[config.mk]
export PLATFORM = sky130hd
export DESIGN_NAME = vec_irq_ctrl
export DESIGN_NICKNAME = d
export VERILOG_FILES = /design/src/rtl/vic_pkg.sv /design/src/rtl/vic_pick.sv /design/src/rtl/vic_vecfile.sv /design/src/rtl/vic_rstack.sv /design/src/rtl/vec_irq_ctrl.sv
export SDC_FILE = /design/constraint.sdc
export NUM_CORES = 1
export LEC_CHECK = 0
export BUFFER_PORTS_ARGS = -buffer_cell sky130_fd_sc_hd__buf_2
export CAP_MARGIN = 30
export CORE_MARGIN = 1
export CORE_UTILIZATION = 35
export CTS_CLUSTER_SIZE = 12
export DETAILED_ROUTE_END_ITERATION = 16
export GPL_TIMING_DRIVEN = 0
export MAX_ROUTING_LAYER = met4
export SYNTH_ARGS = -nofsm -noshare
export SYNTH_HDL_FRONTEND = slang
export SYNTH_SLANG_ARGS = --single-unit
[constraint.sdc]
create_clock -name clk -period 7.2 [get_ports clk]
set_input_delay 1.44 -clock clk [delete_from_list [all_inputs] [get_ports clk]]
set_output_delay 1.44 -clock clk [all_outputs]
set_load 0.02 [all_outputs]
[src/rtl/vic_pkg.sv]
package vic_pkg;

    localparam int NSRC   = 4;
    localparam int IDX_W  = $clog2(NSRC);
    localparam int ADDR_W = 16;
    localparam int LVL_W  = IDX_W + 1;

    typedef logic [IDX_W-1:0]  src_idx_t;
    typedef logic [LVL_W-1:0]  level_t;
    typedef logic [ADDR_W-1:0] addr_t;
    typedef logic [NSRC-1:0]   src_vec_t;

    // level value meaning "nothing in service"
    localparam level_t LVL_IDLE = level_t'(NSRC);

    typedef enum logic [IDX_W-1:0] {
        SRC_TRAP    = 2'd0,
        SRC_SYSCALL = 2'd1,
        SRC_IODEV   = 2'd2,
        SRC_PROG    = 2'd3
    } src_kind_e;

    typedef struct packed {
        addr_t  ret_addr;
        level_t prev_lvl;
    } frame_t;

    function automatic src_vec_t idx_to_onehot(src_idx_t i);
        return src_vec_t'(1) << i;
    endfunction

endpackage

[src/rtl/vic_pick.sv]
module vic_pick
    import vic_pkg::*;
(
    input  src_vec_t req_i,
    input  src_vec_t mask_i,
    input  level_t   level_i,
    output logic     valid_o,
    output src_idx_t idx_o
);
    src_vec_t elig;

    // a source is eligible when raised, unmasked and above the current level
    always_comb begin
        for (int i = 0; i < NSRC; i++) begin
            elig[i] = req_i[i] && !mask_i[i] && (level_t'(i) < level_i);
        end
    end

    // scan from lowest priority up so the most urgent wins
    always_comb begin
        valid_o = 1'b0;
        idx_o   = '0;
        for (int i = NSRC - 1; i >= 0; i--) begin
            if (elig[i]) begin
                valid_o = 1'b1;
                idx_o   = src_idx_t'(i);
            end
        end
    end

endmodule

[src/rtl/vic_vecfile.sv]
module vic_vecfile
    import vic_pkg::*;
(
    input  logic     clk,
    input  logic     rst,
    input  logic     we_i,
    input  src_idx_t widx_i,
    input  addr_t    wdata_i,
    input  src_idx_t ridx_i,
    output addr_t    rdata_o
);
    addr_t entry_q [NSRC];

    for (genvar g = 0; g < NSRC; g++) begin : g_entry
        always_ff @(posedge clk) begin
            if (rst) begin
                entry_q[g] <= '0;
            end else if (we_i && (widx_i == src_idx_t'(g))) begin
                entry_q[g] <= wdata_i;
            end
        end
    end

    assign rdata_o = entry_q[ridx_i];

endmodule

[src/rtl/vic_rstack.sv]
module vic_rstack
    import vic_pkg::*;
#(
    parameter int DEPTH = 4
) (
    input  logic   clk,
    input  logic   rst,
    input  logic   push_i,
    input  logic   pop_i,
    input  frame_t push_data_i,
    output frame_t top_o,
    output logic   empty_o,
    output logic   full_o
);
    localparam int PTR_W = (DEPTH > 1) ? $clog2(DEPTH) : 1;
    localparam int CNT_W = $clog2(DEPTH + 1);

    frame_t           mem_q [DEPTH];
    logic [CNT_W-1:0] cnt_q;
    logic [PTR_W-1:0] wr_ptr;
    logic [PTR_W-1:0] top_ptr;

    assign wr_ptr  = PTR_W'(cnt_q);
    assign top_ptr = PTR_W'(cnt_q - CNT_W'(1));
    assign empty_o = (cnt_q == '0);
    assign full_o  = (cnt_q == CNT_W'(DEPTH));
    assign top_o   = mem_q[top_ptr];

    always_ff @(posedge clk) begin
        if (rst) begin
            cnt_q <= '0;
        end else if (push_i) begin
            mem_q[wr_ptr] <= push_data_i;
            cnt_q         <= cnt_q + CNT_W'(1);
        end else if (pop_i) begin
            cnt_q <= cnt_q - CNT_W'(1);
        end
    end

    assert_no_overflow_R8: assert property (@(posedge clk) disable iff (rst)
        push_i |-> !full_o);
    assert_no_underflow_R10: assert property (@(posedge clk) disable iff (rst)
        pop_i |-> !empty_o);
    assert_single_op_R9: assert property (@(posedge clk) disable iff (rst)
        !(push_i && pop_i));

endmodule

[src/rtl/vec_irq_ctrl.sv]
module vec_irq_ctrl
    import vic_pkg::*;
#(
    parameter int STACK_DEPTH = 4
) (
    input  logic        clk,
    input  logic        rst,
    input  logic        insn_end_i,
    input  logic        glob_en_i,
    input  logic [3:0]  irq_req_i,
    input  logic        mask_we_i,
    input  logic [3:0]  mask_wdata_i,
    input  logic        vec_we_i,
    input  logic [1:0]  vec_widx_i,
    input  logic [15:0] vec_wdata_i,
    input  logic [15:0] cur_pc_i,
    input  logic        ret_strobe_i,
    output logic        take_o,
    output logic [1:0]  src_o,
    output logic [3:0]  ack_o,
    output logic [15:0] target_o,
    output logic        ret_valid_o,
    output logic [15:0] ret_pc_o
);
    src_vec_t mask_q;
    level_t   level_q;

    logic     pick_valid;
    src_idx_t pick_idx;
    addr_t    vec_rdata;

    frame_t   push_frame;
    frame_t   top_frame;
    logic     stk_empty;
    logic     stk_full;

    logic     take_go;
    logic     ret_go;

    vic_pick u_pick (
        .req_i   (irq_req_i),
        .mask_i  (mask_q),
        .level_i (level_q),
        .valid_o (pick_valid),
        .idx_o   (pick_idx)
    );

    vic_vecfile u_vec (
        .clk     (clk),
        .rst     (rst),
        .we_i    (vec_we_i),
        .widx_i  (vec_widx_i),
        .wdata_i (vec_wdata_i),
        .ridx_i  (pick_idx),
        .rdata_o (vec_rdata)
    );

    // return has precedence over recognition on the same edge
    assign ret_go  = ret_strobe_i && !stk_empty;
    assign take_go = insn_end_i && glob_en_i && pick_valid && !ret_strobe_i;

    assign push_frame.ret_addr = cur_pc_i + addr_t'(1);
    assign push_frame.prev_lvl = level_q;

    vic_rstack #(.DEPTH(STACK_DEPTH)) u_stack (
        .clk         (clk),
        .rst         (rst),
        .push_i      (take_go),
        .pop_i       (ret_go),
        .push_data_i (push_frame),
        .top_o       (top_frame),
        .empty_o     (stk_empty),
        .full_o      (stk_full)
    );

    always_ff @(posedge clk) begin
        if (rst) begin
            mask_q <= '0;
        end else if (mask_we_i) begin
            mask_q <= mask_wdata_i;
        end
    end

    always_ff @(posedge clk) begin
        if (rst) begin
            level_q     <= LVL_IDLE;
            take_o      <= 1'b0;
            src_o       <= '0;
            ack_o       <= '0;
            target_o    <= '0;
            ret_valid_o <= 1'b0;
            ret_pc_o    <= '0;
        end else begin
            take_o      <= take_go;
            ret_valid_o <= ret_go;
            ack_o       <= take_go ? idx_to_onehot(pick_idx) : '0;
            if (take_go) begin
                level_q  <= level_t'(pick_idx);
                src_o    <= pick_idx;
                target_o <= vec_rdata;
            end else if (ret_go) begin
                level_q  <= top_frame.prev_lvl;
                ret_pc_o <= top_frame.ret_addr;
            end
        end
    end

    assert_take_at_boundary_R2: assert property (@(posedge clk) disable iff (rst)
        take_o |-> $past(insn_end_i));
    assert_take_needs_enable_R6: assert property (@(posedge clk) disable iff (rst)
        take_o |-> $past(glob_en_i));
    assert_masked_silent_R5: assert property (@(posedge clk) disable iff (rst)
        take_o |-> (($past(mask_q) & ack_o) == '0));
    assert_ack_onehot_R11: assert property (@(posedge clk) disable iff (rst)
        $onehot0(ack_o) && (take_o == (ack_o != '0)));
    assert_ack_matches_src_R3: assert property (@(posedge clk) disable iff (rst)
        take_o |-> ack_o[src_o]);
    assert_ack_was_requested_R3: assert property (@(posedge clk) disable iff (rst)
        take_o |-> (($past(irq_req_i) & ack_o) == ack_o));
    assert_ret_blocks_take_R10: assert property (@(posedge clk) disable iff (rst)
        $past(ret_strobe_i) |-> !take_o);
    assert_ret_follows_strobe_R7: assert property (@(posedge clk) disable iff (rst)
        ret_valid_o |-> $past(ret_strobe_i));
    assert_stack_room_R8: assert property (@(posedge clk) disable iff (rst)
        take_go |-> !stk_full);

endmodule

Yosys cells after proc, flatten, opt, wreduce, memory -nomap -nowiden --
Memory sizes are Yosys's and may differ from the RTL's. A register that Yosys moved wholly into a read port is not among the register bits. Cells that the tools add are included.
Operators by class: $lt $le $gt $ge 4, equal/unequal tests 3, mux-type cells 33, reduce and logical (&&, ||, !) cells 27, $add $sub $neg 3, bitwise operators 5, shift-type cells 1
Operator list (count):
- $mux W16 | 4
- $mux W1 | 21
- $add A16 B1 Y16 const B | 1
- $logic_and A1 B1 Y1 | 16
- $mux W3 | 4
- $mux W2 | 4
- $logic_not A1 Y1 | 6
- $lt A1 B3 Y1 const A | 2
- $lt A2 B3 Y1 const A | 2
- $eq A2 B2 Y1 const B | 2
- $or A1 B1 Y1 | 4
- $shl A1 B2 Y4 const A | 1
- $add A3 B1 Y3 const B | 1
- $logic_not A3 Y1 | 1
- $sub A3 B1 Y3 const B | 1
- $eq A2 B1 Y1 const B | 1
- $logic_not A2 Y1 | 1
- $reduce_and A2 Y1 | 1
- $reduce_bool A2 Y1 | 1
- $reduce_or A2 Y1 | 1
- $not A1 Y1 | 1
Word-level totals: flip-flop bits (word level) 34, word-level logic and storage cells 86, bits in writable memories 140, input port bits 49, memories kept 2, output and inout port bits 40
Memories:
- u_stack.mem_q | words 4, width 19, read ports 1, clocked after memory_dff 0, write ports 1, line vic_rstack.sv:18 | frame_t mem_q [DEPTH];
- u_vec.entry_q | words 4, width 16, read ports 1, clocked after memory_dff 1, write ports 4, line vic_vecfile.sv:12 | addr_t entry_q [NSRC];

Depth between registers and ports, before layout --
Gate-level depths: netlist (run 1).
depth after elaboration 12, depth in mapped cells 9

Cells and area by module --
From an unflattened synthesis (run 1), not the netlist that was laid out.
Unflattened totals: cell total of the unflattened synthesis 553, area total of the unflattened synthesis 7772.5 µm²
Modules (own cells, without submodules):
- vic_rstack | cells an instance 129, area an instance 3027.9 µm², instances 1, sequential area each 2342.2 µm²
- vic_vecfile | cells an instance 184, area an instance 2813.9 µm², instances 1, sequential area each 1921.8 µm²
- vec_irq_ctrl | cells an instance 228, area an instance 1848.0 µm², instances 1, sequential area each 940.9 µm²
- vic_pick | cells an instance 12, area an instance 82.6 µm², instances 1, sequential area each 0.0 µm²

Worst setup path before layout (run 1) --
Ideal clock, no wire load.
path type input-to-reg, start input port irq_req_i[2], end memory u_stack.mem_q[3][0] in the netlist's numbering (enable), cell stages on the path 4, slack 2.960 ns, library setup time 0.444 ns, data required time 6.756 ns, arrival 3.796 ns, cell sequence nand2b_1 -> o21ai_1 -> nor3_2 -> nor4_1
Between the ends: cells in the longest elaborated chain, start to end 10
RTL lines:
- from (decl) | line vec_irq_ctrl.sv:10 | input logic [3:0] irq_req_i,
- $logic_and A1 B1 Y1 (2 in a row) | line vic_pick.sv:15 | elig[i] = req_i[i] && !mask_i[i] && (level_t'(i) < level_i);
- $mux W1 (3 in a row) | line vic_pick.sv:24 | if (elig[i]) begin
- $logic_and A1 B1 Y1 (2 in a row) | line vec_irq_ctrl.sv:60 | assign take_go = insn_end_i && glob_en_i && pick_valid && !ret_strobe_i;
- $mux W1 | line vic_rstack.sv:32 | end else if (push_i) begin
- $mux W1 | line vic_rstack.sv:30 | if (rst) begin
- $mux W1 (not written as such) | line vic_rstack.sv:33 | mem_q[wr_ptr] <= push_data_i;
- to (decl) | line vic_rstack.sv:18
No other way between the ends.

Worst setup path in the final report (run 1) --
start input port irq_req_i[2], end memory u_stack.mem_q[2][17] in the netlist's numbering (enable)
Same word-level chain as after synthesis.

==> metrics.cfg, run 1 <==
[grt]
grt_max_degree=17
grt_use_total_pct=16.9
antenna_found_initial=0
overflow=0
grt_first_pass_wirelength_um=27100
grt_pass1_vias=5010

[critical_path]
crit_slowest_cell=and2_1
cpPeakStageDelay_ns=0.56
crit_arrival_ns=3.47
crit_chain=buf_2, nand2b_1, o21ai_1, nor3_2, nor3_1, buf_2, and2_1, buf_8
cpMostUsedCell=buf_2
crit_family=simple AND/OR/NAND/NOR gates
cp-end-kind=flop
startpoint_type=input pin
cp_max_fo=10
critPathBufInv=3
worstPathRequired_ns=7.34
reg2reg_slack_ns=4.37
path_class=input pin to flop

[timing]
finalCritPeriodShare_pct=46.3
setup_viol=0
period_minus_slack_ns=3.33
tightest_slew_ns=0.964
fmaxAchievable_mhz=300
slew_viol_final=0
maxSlewHeadroom_pct=35.7
rsz0062_at_grt=false
finClkSkew_ns=0.00677
fin_setup_tns_ns=0
finalHoldViolCount=0

[placed_design]
routabilityCongestion=0.808
dp_hpwl_um=12400
port_buffers=87

[power_and_ir_drop]
switching_share_pct=29.4
power.leakage_uw=0.00337
clock_power_share_pct=31.3
power_uw=2860
seqPwrFrac_pct=46.2
p_int_uw=2020
power.switching_uw=843
irDropWorstVdd_mv=0.197
combinationalPowerShare_pct=22.5
power_density_mw_per_mm2=313

[clock_network]
hold_buffers=0
cts_tree=built
post_cts_resized=0
clock-sinks=190
numCtsBuffers=17
clockRootBuffer=clkbuf_16
clockBufferDepth=2
cts.htree.levels=4
path_clk_slew_ns=0.06
clock_latency_ns=0.42
postCtsSetupRepairBufs=0

[routing]
vias=4910
wirelength_um=17500
drc=0
vias_per_cell=5.12
post_drt_wl_per_cell_um=18.3
drt-initial-drc-count=243
firstDrtPassIters=5
postRouteAntennaNets=0

[yosys]
yosysTopAreaCell=edfxtp_1
syn_avg_cell_area_um2=13.8
syn_inst=559
async_flop_share_pct=0
synth_top_area_share_pct=54.5
ys_types=45
synth_flop_cell=edfxtp_1
synth.ff_latch_count=190
synth_edf_count=140
synth_area_leaders=edfxtp_1 55%, dfxtp_1 13%, mux4_2 5.5%, and2_1 4.1%, a21oi_1 2.7%
ys_seq_area_share_pct=67.5
synth_warnings=0
synth_fp_nets=614
synthesis.area_mm2=0.00771

[final_layout]
final_cell_mix=140 x edfxtp_1, 96 x buf_2, 51 x and2_1
num-nets-final=726
drive_above_1_share_pct=24.1
syn_to_final_growth_pct=18.6
fillers=1902
layout.cells.most_common=edfxtp_1
seq_area_mm2=0.00520
multi_input_area_mm2=0.00234
num_antenna_cells=0

[floorplanning]
core.rowCount=53
design.core.area_mm2=0.0213
die_h_um=150
initial_utilization_pct=36.2
die_area_mm2=0.0226
die_x_um=150
io_pins=89

[flow_run]
cap_violations=0

[min_path]
hold_path.class=flop to flop

[run_status]
status=complete, no violations

-- metrics by stage --
step | cell area [µm²] | setup WS (ns) | std cells | util (%) | hold slack (ns)
2_1_floorplan | 7710 | 2.96 | 559 | - | 0.451
3_3_place_gp | 8490 | 1.18 | 921 | 39.9 | 0.443
3_5_place_dp | 8580 | 3.40 | 927 | 40.3 | 0.446
4_1_cts | 9150 | 3.85 | 959 | 43.0 | 0.456
5_1_grt | 9150 | 3.69 | 959 | 43.0 | 0.477
6_report | 9150 | 3.87 | 959 | 43.0 | 0.455
-- metal layers --
layer	GRT usage [%]	vias to the layer above	share of wire, %
met2	29.0	153	51
met3	4.39	15	6.0
met1	19.6	2438	42
met5	-	-	0
li1	-	2304	-
met4	4.29	0	0.99
-- worst register-to-register path, stage by stage, from the launching register on --
cell and delay (ns):
dfxtp_1 0.51, nor2_1 0.14, nor3b_4 0.42, nor3_2 0.12, nor3_1 0.25, buf_2 0.32
and2_1 0.56, buf_8 0.23
-- registers in the layout (all words and copies together), names as in the netlist --
register / flops
u_stack.cnt_q: 3
level_q: 3
ack_o: 4
take_o: 1
ret_pc_o: 16
src_o: 2
mask_q: 4
u_stack.mem_q: 76
target_o: 16
ret_valid_o: 1
u_vec.entry_q: 64
-- path summary, 6_finish.rpt --
| path | to | cells after the start | startpoint |
|---|---|---|---|
| setup / recovery | u_stack.mem_q[2][17] | 8 | irq_req_i[2] |
| hold / removal | ret_pc_o[14] | 2 | ret_pc_o[14] |
| setup reg to reg | u_stack.mem_q[2][17] | 7 | level_q[2] |
| hold reg to reg | ret_pc_o[14] | 2 | ret_pc_o[14] |
-- cell type report --
cell class	count	area share [%]
flip-flops and latches	190	56.9
clock inverters	12	1.23
multi-input cells	328	25.6
plain buffers	35	1.72
well taps	275	3.76
inverters	6	0.246
repair buffers	93	5.54
clock buffers	20	4.99
-- kinds of logic after synthesis --
| family | synth area share, % |
|---|---|
| flip-flops | 67.5 |
| AND/OR/NAND/NOR | 13.0 |
| AO/OA/AOI/OAI | 8.37 |
| buffers and inverters | 2.34 |
| multiplexers | 6.21 |
| XOR/XNOR | 1.59 |
| adder cells (fa/ha/maj) | 0.974 |
-- cell usage after synthesis, drive strengths merged, types with 2 or more instances --
| cell type | number |
|---|---|
| edfxtp | 140 |
| and2 | 51 |
| dfxtp | 50 |
| nand2 | 46 |
| a21oi | 41 |
| and3 | 22 |
| clkbuf | 21 |
| mux4 | 19 |
| nand2b | 19 |
| o21ai | 19 |
| a32o | 16 |
| o22ai | 16 |
| buf | 14 |
| nor2 | 12 |
| nand3 | 11 |
| xnor2 | 9 |
| ha | 6 |
| inv | 6 |
| nor3 | 6 |
| xor2 | 5 |
| mux2i | 4 |
| nor2b | 3 |
| nor3b | 3 |
| a21o | 2 |
| a31oi | 2 |
| nand4 | 2 |
| nor4 | 2 |
| o21bai | 2 |
| or2 | 2 |
| or3b | 2 |
-- power by group through the flow --
stage | Combinational [µW] | Sequential [µW] | Clock, µW
2_1_floorplan | 402 | 1380 | 0
3_3_place_gp | 634 | 1340 | 0
3_5_place_dp | 652 | 1340 | 0
4_1_cts | 655 | 1320 | 916
5_1_grt | 714 | 1330 | 953
6_report | 644 | 1320 | 897
No activity file was read; power rests on OpenSTA's default activity.
==> run 2, diff against run 1 <==
==> constraint.sdc (replaced) <==
create_clock -name clk -period 3.4 [get_ports clk]
set_input_delay 0.68 -clock clk [delete_from_list [all_inputs] [get_ports clk]]
set_output_delay 0.68 -clock clk [all_outputs]
set_load 0.02 [all_outputs]
==> metrics.cfg, run 2 (synthesized netlist as in run 1, its figures left out) <==
[grt]
overflow=0  ; unchanged
antenna_found_initial=0  ; unchanged
grt_use_total_pct=16.3  ; -0.53 points
grt_max_degree=20  ; +3
grt_first_pass_wirelength_um=26500  ; -2.3%
grt_pass1_vias=4967  ; -0.86%

[min_path]
whs_endpoint=ret_pc_o[13]
hold_path.class=flop to flop
min_from=ret_pc_o[13]
whs_path_depth=2  ; unchanged

[power_and_ir_drop]
power_density_mw_per_mm2=670  ; +110%
irDropWorstVdd_mv=0.304  ; +54%
power.leakage_uw=0.00338  ; +0.43%

[floorplanning]
die_h_um=150  ; unchanged
core.rowCount=53  ; unchanged
io_pins=89  ; unchanged
die_x_um=150  ; unchanged
initial_utilization_pct=36.2  ; unchanged
die_area_mm2=0.0226  ; unchanged
design.core.area_mm2=0.0213  ; unchanged

[placed_design]
place_ws_ns=0.517  ; -2.88 ns
dp_cells=925  ; -0.22%
port_buffers=87  ; unchanged
placement.cell_area_mm2=0.00859  ; +0.12%
dp_hpwl_um=12000  ; -3.1%
routabilityCongestion=0.755  ; -6.5%

[timing]
finClkSkew_ns=0.0199  ; +0.0132 ns
maxSlewHeadroom_pct=33.7  ; -2.0 points
fin_setup_tns_ns=0  ; unchanged
whs_ns=0.456  ; +0.000407 ns
period_minus_slack_ns=2.68
slew_viol_final=0  ; unchanged
tightest_slew_ns=0.994  ; +0.0299 ns
setup_viol=0  ; unchanged
finalHoldViolCount=0  ; unchanged
finalCritPeriodShare_pct=78.8
rsz0062_at_grt=false
fin_ws_ns=0.720  ; -3.15 ns
fmaxAchievable_mhz=373

[clock_network]
clockBufferDepth=2  ; unchanged
hold_buffers=0  ; unchanged
numCtsBuffers=17  ; unchanged
cts.htree.levels=4  ; unchanged
cts_tree=built
clock-sinks=190  ; unchanged
path_clk_slew_ns=0.07  ; about the same
postCtsSetupRepairBufs=0  ; unchanged
post_cts_resized=0  ; unchanged
clockRootBuffer=clkbuf_16
clock_latency_ns=0.44  ; +0.02 ns

[final_layout]
syn_to_final_growth_pct=19.2
reg.largest.list=u_stack.mem_q: 76 flops, u_vec.entry_q: 64 flops
fillers=1929  ; +1.4%
final_cell_mix=140 x edfxtp_1, 96 x buf_2, 51 x and2_1
seq_area_mm2=0.00520  ; unchanged
largest_register_ffs=76  ; unchanged
num_antenna_cells=0  ; unchanged
drive_above_1_share_pct=24.0  ; -0.076 points
multi_input_area_mm2=0.00235  ; +0.37%
num-nets-final=724  ; -0.28%
fin_cells=957  ; -0.21%
layout.cells.most_common=edfxtp_1
top_register=u_stack.mem_q
fin_area_mm2=0.00919  ; +0.52%

[routing]
drc=0  ; unchanged
vias=4857  ; -1.1%
vias_per_cell=5.08  ; -0.87%
wirelength_um=17100  ; -2.4%
post_drt_wl_per_cell_um=17.9  ; -2.2%
postRouteAntennaNets=0  ; unchanged
firstDrtPassIters=4  ; -1
drt-initial-drc-count=393  ; +62%

[critical_path]
startpoint_type=flop
timing.rr.start=level_q[2]
cp_max_fo=12  ; +2
worst-r2r-cell-count=7  ; unchanged
reg2reg_slack_ns=0.72  ; -3.65 ns
worstPathRequired_ns=3.54  ; -3.80 ns
path_class=flop to flop
crit_arrival_ns=2.82  ; -0.65 ns
timing.rr.end=u_stack.mem_q[2][8]
cp-end-kind=flop

[run_status]
status=complete, no violations

[flow_run]
cap_violations=0  ; unchanged

-- run 2: worst max-delay path by stage --
stage | cells past startpoint | to | slack, ns | start
2_1_floorplan | 4 | u_stack.mem_q[3][0] | 0.70 | irq_req_i[2]
3_3_place_gp | 5 | u_stack.mem_q[3][12] | -0.39 | irq_req_i[2]
3_5_place_dp | 8 | u_stack.mem_q[2][12] | 0.52 | irq_req_i[2]
4_1_cts | 7 | u_stack.mem_q[2][18] | 0.65 | level_q[2]
5_1_grt | 7 | u_stack.mem_q[1][18] | 0.45 | level_q[2]
6_report | 7 | u_stack.mem_q[2][8] | 0.72 | level_q[2]
-- run 2: area by class of cell --
type / instances / share of cell area, %
inverters: 6 / 0.245
plain buffers: 35 / 1.71
repair buffers: 91 / 5.53
clock buffers: 18 / 4.67
clock inverters: 14 / 1.93
multi-input cells: 328 / 25.5
well taps: 275 / 3.74
flip-flops and latches: 190 / 56.6
-- run 2: through the flow --
| stage | total power (µW) | utilization (%) |
|---|---|---|
| final | 6160 | 43.2 |
| after global routing | 6450 | 43.2 |
| after CTS | 6210 | 43.2 |
| after detailed placement | 4220 | 40.3 |
| after global placement | 4170 | 39.9 |
| after floorplan | 3770 | - |
-- run 2: where the power goes --
group | total, µW | switching, µW | internal, µW
clock | 2000 | 948 | 1050
combinational | 1370 | 831 | 535
sequential | 2790 | 104 | 2690
total | 6160 | 1880 | 4280
-- run 2: critical path, stage by stage (launching register included) --
cell and delay (ns):
dfxtp_1 0.52, nor2_1 0.13, nor3b_4 0.41, nor3_2 0.12, nor3_1 0.22, buf_2 0.29
and2_1 0.46, buf_8 0.23
-- run 2: per-layer routing --
| layer | GRT usage (%) | wire [µm] | vias to the layer above |
|---|---|---|---|
| met2 | 27.5 | 8600 | 124 |
| met4 | 4.85 | 167 | 0 |
| met1 | 19.6 | 7460 | 2417 |
| met5 | - | 0 | - |
| li1 | - | - | 2306 |
| met3 | 3.58 | 886 | 10 |
==> run 3, diff against run 2 <==
==> constraint.sdc (replaced) <==
create_clock -name clk -period 2.35 [get_ports clk]
set_input_delay 0.47 -clock clk [delete_from_list [all_inputs] [get_ports clk]]
set_output_delay 0.47 -clock clk [all_outputs]
set_load 0.02 [all_outputs]
==> metrics.cfg, run 3 (synthesized netlist as in run 1, its figures left out) <==
[run_status]
status=complete, no violations

[timing]
period_minus_slack_ns=2.20  ; -0.477 ns
maxSlewHeadroom_pct=35.4  ; +1.7 points
fmaxAchievable_mhz=454  ; +22%
setup_viol=0  ; unchanged
finClkSkew_ns=0.0106  ; -0.00932 ns
slew_viol_final=0  ; unchanged
finalCritPeriodShare_pct=93.7  ; +15 points
rsz0062_at_grt=false
tightest_slew_ns=0.968  ; -0.0262 ns
whs_ns=0.288  ; -0.168 ns
finalHoldViolCount=0  ; unchanged

[final_layout]
num_antenna_cells=0  ; unchanged
layout.cells.most_common=edfxtp_1
num-nets-final=727  ; +0.41%
reg.largest.list=u_stack.mem_q: 76 flops, u_vec.entry_q: 64 flops
final_cell_mix=140 x edfxtp_1, 95 x buf_2, 48 x and2_1
top_register=u_stack.mem_q
drive_above_1_share_pct=26.3  ; +2.2 points
largest_register_ffs=76  ; unchanged
syn_to_final_growth_pct=19.2  ; about the same

[clock_network]
clock-sinks=190  ; unchanged
clockRootBuffer=clkbuf_16
clockBufferDepth=2  ; unchanged
cts_tree=built
cts.htree.levels=4  ; unchanged
numCtsBuffers=17  ; unchanged
path_clk_slew_ns=0.07  ; about the same
clock_latency_ns=0.42  ; -0.02 ns

[critical_path]
timing.rr.end=u_stack.mem_q[3][5]
cp-end-kind=flop
path_class=flop to flop
crit_arrival_ns=2.33  ; -0.49 ns
timing.rr.start=level_q[1]
worstPathRequired_ns=2.48  ; -1.06 ns
cp_max_fo=12  ; unchanged
worst-r2r-cell-count=6  ; -1
startpoint_type=flop
reg2reg_slack_ns=0.15  ; -0.57 ns

[routing]
postRouteAntennaNets=0  ; unchanged
vias_per_cell=5.13  ; +1.0%
post_drt_wl_per_cell_um=17.9  ; +0.30%
firstDrtPassIters=5  ; +1
drc=0  ; unchanged
drt-initial-drc-count=303  ; -23%
vias=4923  ; +1.4%
wirelength_um=17200  ; +0.62%

[grt]
grt_first_pass_wirelength_um=26400  ; -0.29%
grt_pass1_vias=4936  ; -0.62%
antenna_found_initial=0  ; unchanged
overflow=0  ; unchanged
grt_use_total_pct=16.3  ; -0.032 points
grt_max_degree=20  ; unchanged

[floorplanning]
die_area_mm2=0.0226  ; unchanged
die_x_um=150  ; unchanged
die_h_um=150  ; unchanged
initial_utilization_pct=36.2  ; unchanged
design.core.area_mm2=0.0213  ; unchanged
core.rowCount=53  ; unchanged
io_pins=89  ; unchanged

[placed_design]
port_buffers=87  ; unchanged
dp_hpwl_um=12300  ; +2.0%
routabilityCongestion=0.861  ; +14%

[min_path]
whs_endpoint=mask_q[1]
hold_path.class=input pin to flop
whs_path_depth=3  ; +1
min_from=mask_wdata_i[1]

[power_and_ir_drop]
power.leakage_uw=0.00341  ; +0.82%
power_density_mw_per_mm2=958  ; +43%
irDropWorstVdd_mv=0.541  ; +78%
power_uw=8810  ; +43%

[flow_run]
cap_violations=0  ; unchanged

[run 3: worst max-delay path, stage by stage, from the launching register on]
cell	delay [ns]
dfxtp_2	0.41
nor3_1	0.09
nor3b_2	0.21
buf_4	0.22
nor3_2	0.09
nor4_4	0.60
buf_6	0.27
[run 3: worst max-delay path by stage]
stage,endpoint,cells past startpoint,start
after floorplan,u_stack.mem_q[0][0],7,level_q[2]
after global placement,u_stack.mem_q[0][9],7,irq_req_i[2]
after detailed placement,u_stack.mem_q[1][9],7,level_q[2]
after CTS,ret_pc_o[9],9,u_stack.cnt_q[0]
after global routing,u_stack.mem_q[3][5],6,level_q[2]
final,u_stack.mem_q[3][5],6,level_q[1]
[run 3: metrics by stage]
stage / setup slack (ns) / instances / utilization [%] / instance area, µm² / TNS, ns
final: 0.147 / 960 / 43.2 / 9190 / 0
after floorplan: 0.110 / 559 / - / 7730 / 0
after CTS: 0.0368 / 958 / 43.1 / 9180 / 0
after global routing: 0.00153 / 960 / 43.2 / 9190 / 0
after detailed placement: -0.452 / 925 / 40.3 / 8570 / -25.81
after global placement: -0.624 / 921 / 40.0 / 8510 / -46.50
[run 3: power breakdown]
part / leakage [µW] / switching [µW] / internal [µW]
Sequential: 0.00172 / 150 / 3900
Clock: 0.000283 / 1350 / 1420
Combinational: 0.00140 / 1200 / 798
[run 3: final cells by class]
cell class	count	area, µm²
repair buffers	94	514
fillers	1941	12100
flip-flops and latches	190	5210
multi-input cells	328	2360
plain buffers	35	170
well taps	275	344
inverters	6	22.5
clock inverters	15	151
clock buffers	17	425
[run 3: timing repair]
| item | 4_1_cts | 5_1_grt |
|---|---|---|
| endpoints found under the hold margin | 0 | 0 |
| buffers inserted | 1 | 2 |
| hold buffers | 0 | 0 |
| pin swaps | 1 | 0 |
| setup endpoints to repair | 91 | 53 |
| resized for setup | 15 | 5 |
[run 3: routing by layer]
metal / part of all wire (%) / wire length [µm] / vias up / global-route usage (%)
li1: - / - / 2308 / -
met1: 44 / 7590 / 2439 / 20.4
met2: 49 / 8490 / 160 / 26.8
met3: 5.2 / 895 / 16 / 3.15
met4: 1.4 / 242 / 0 / 4.80
met5: 0 / 0 / - / -
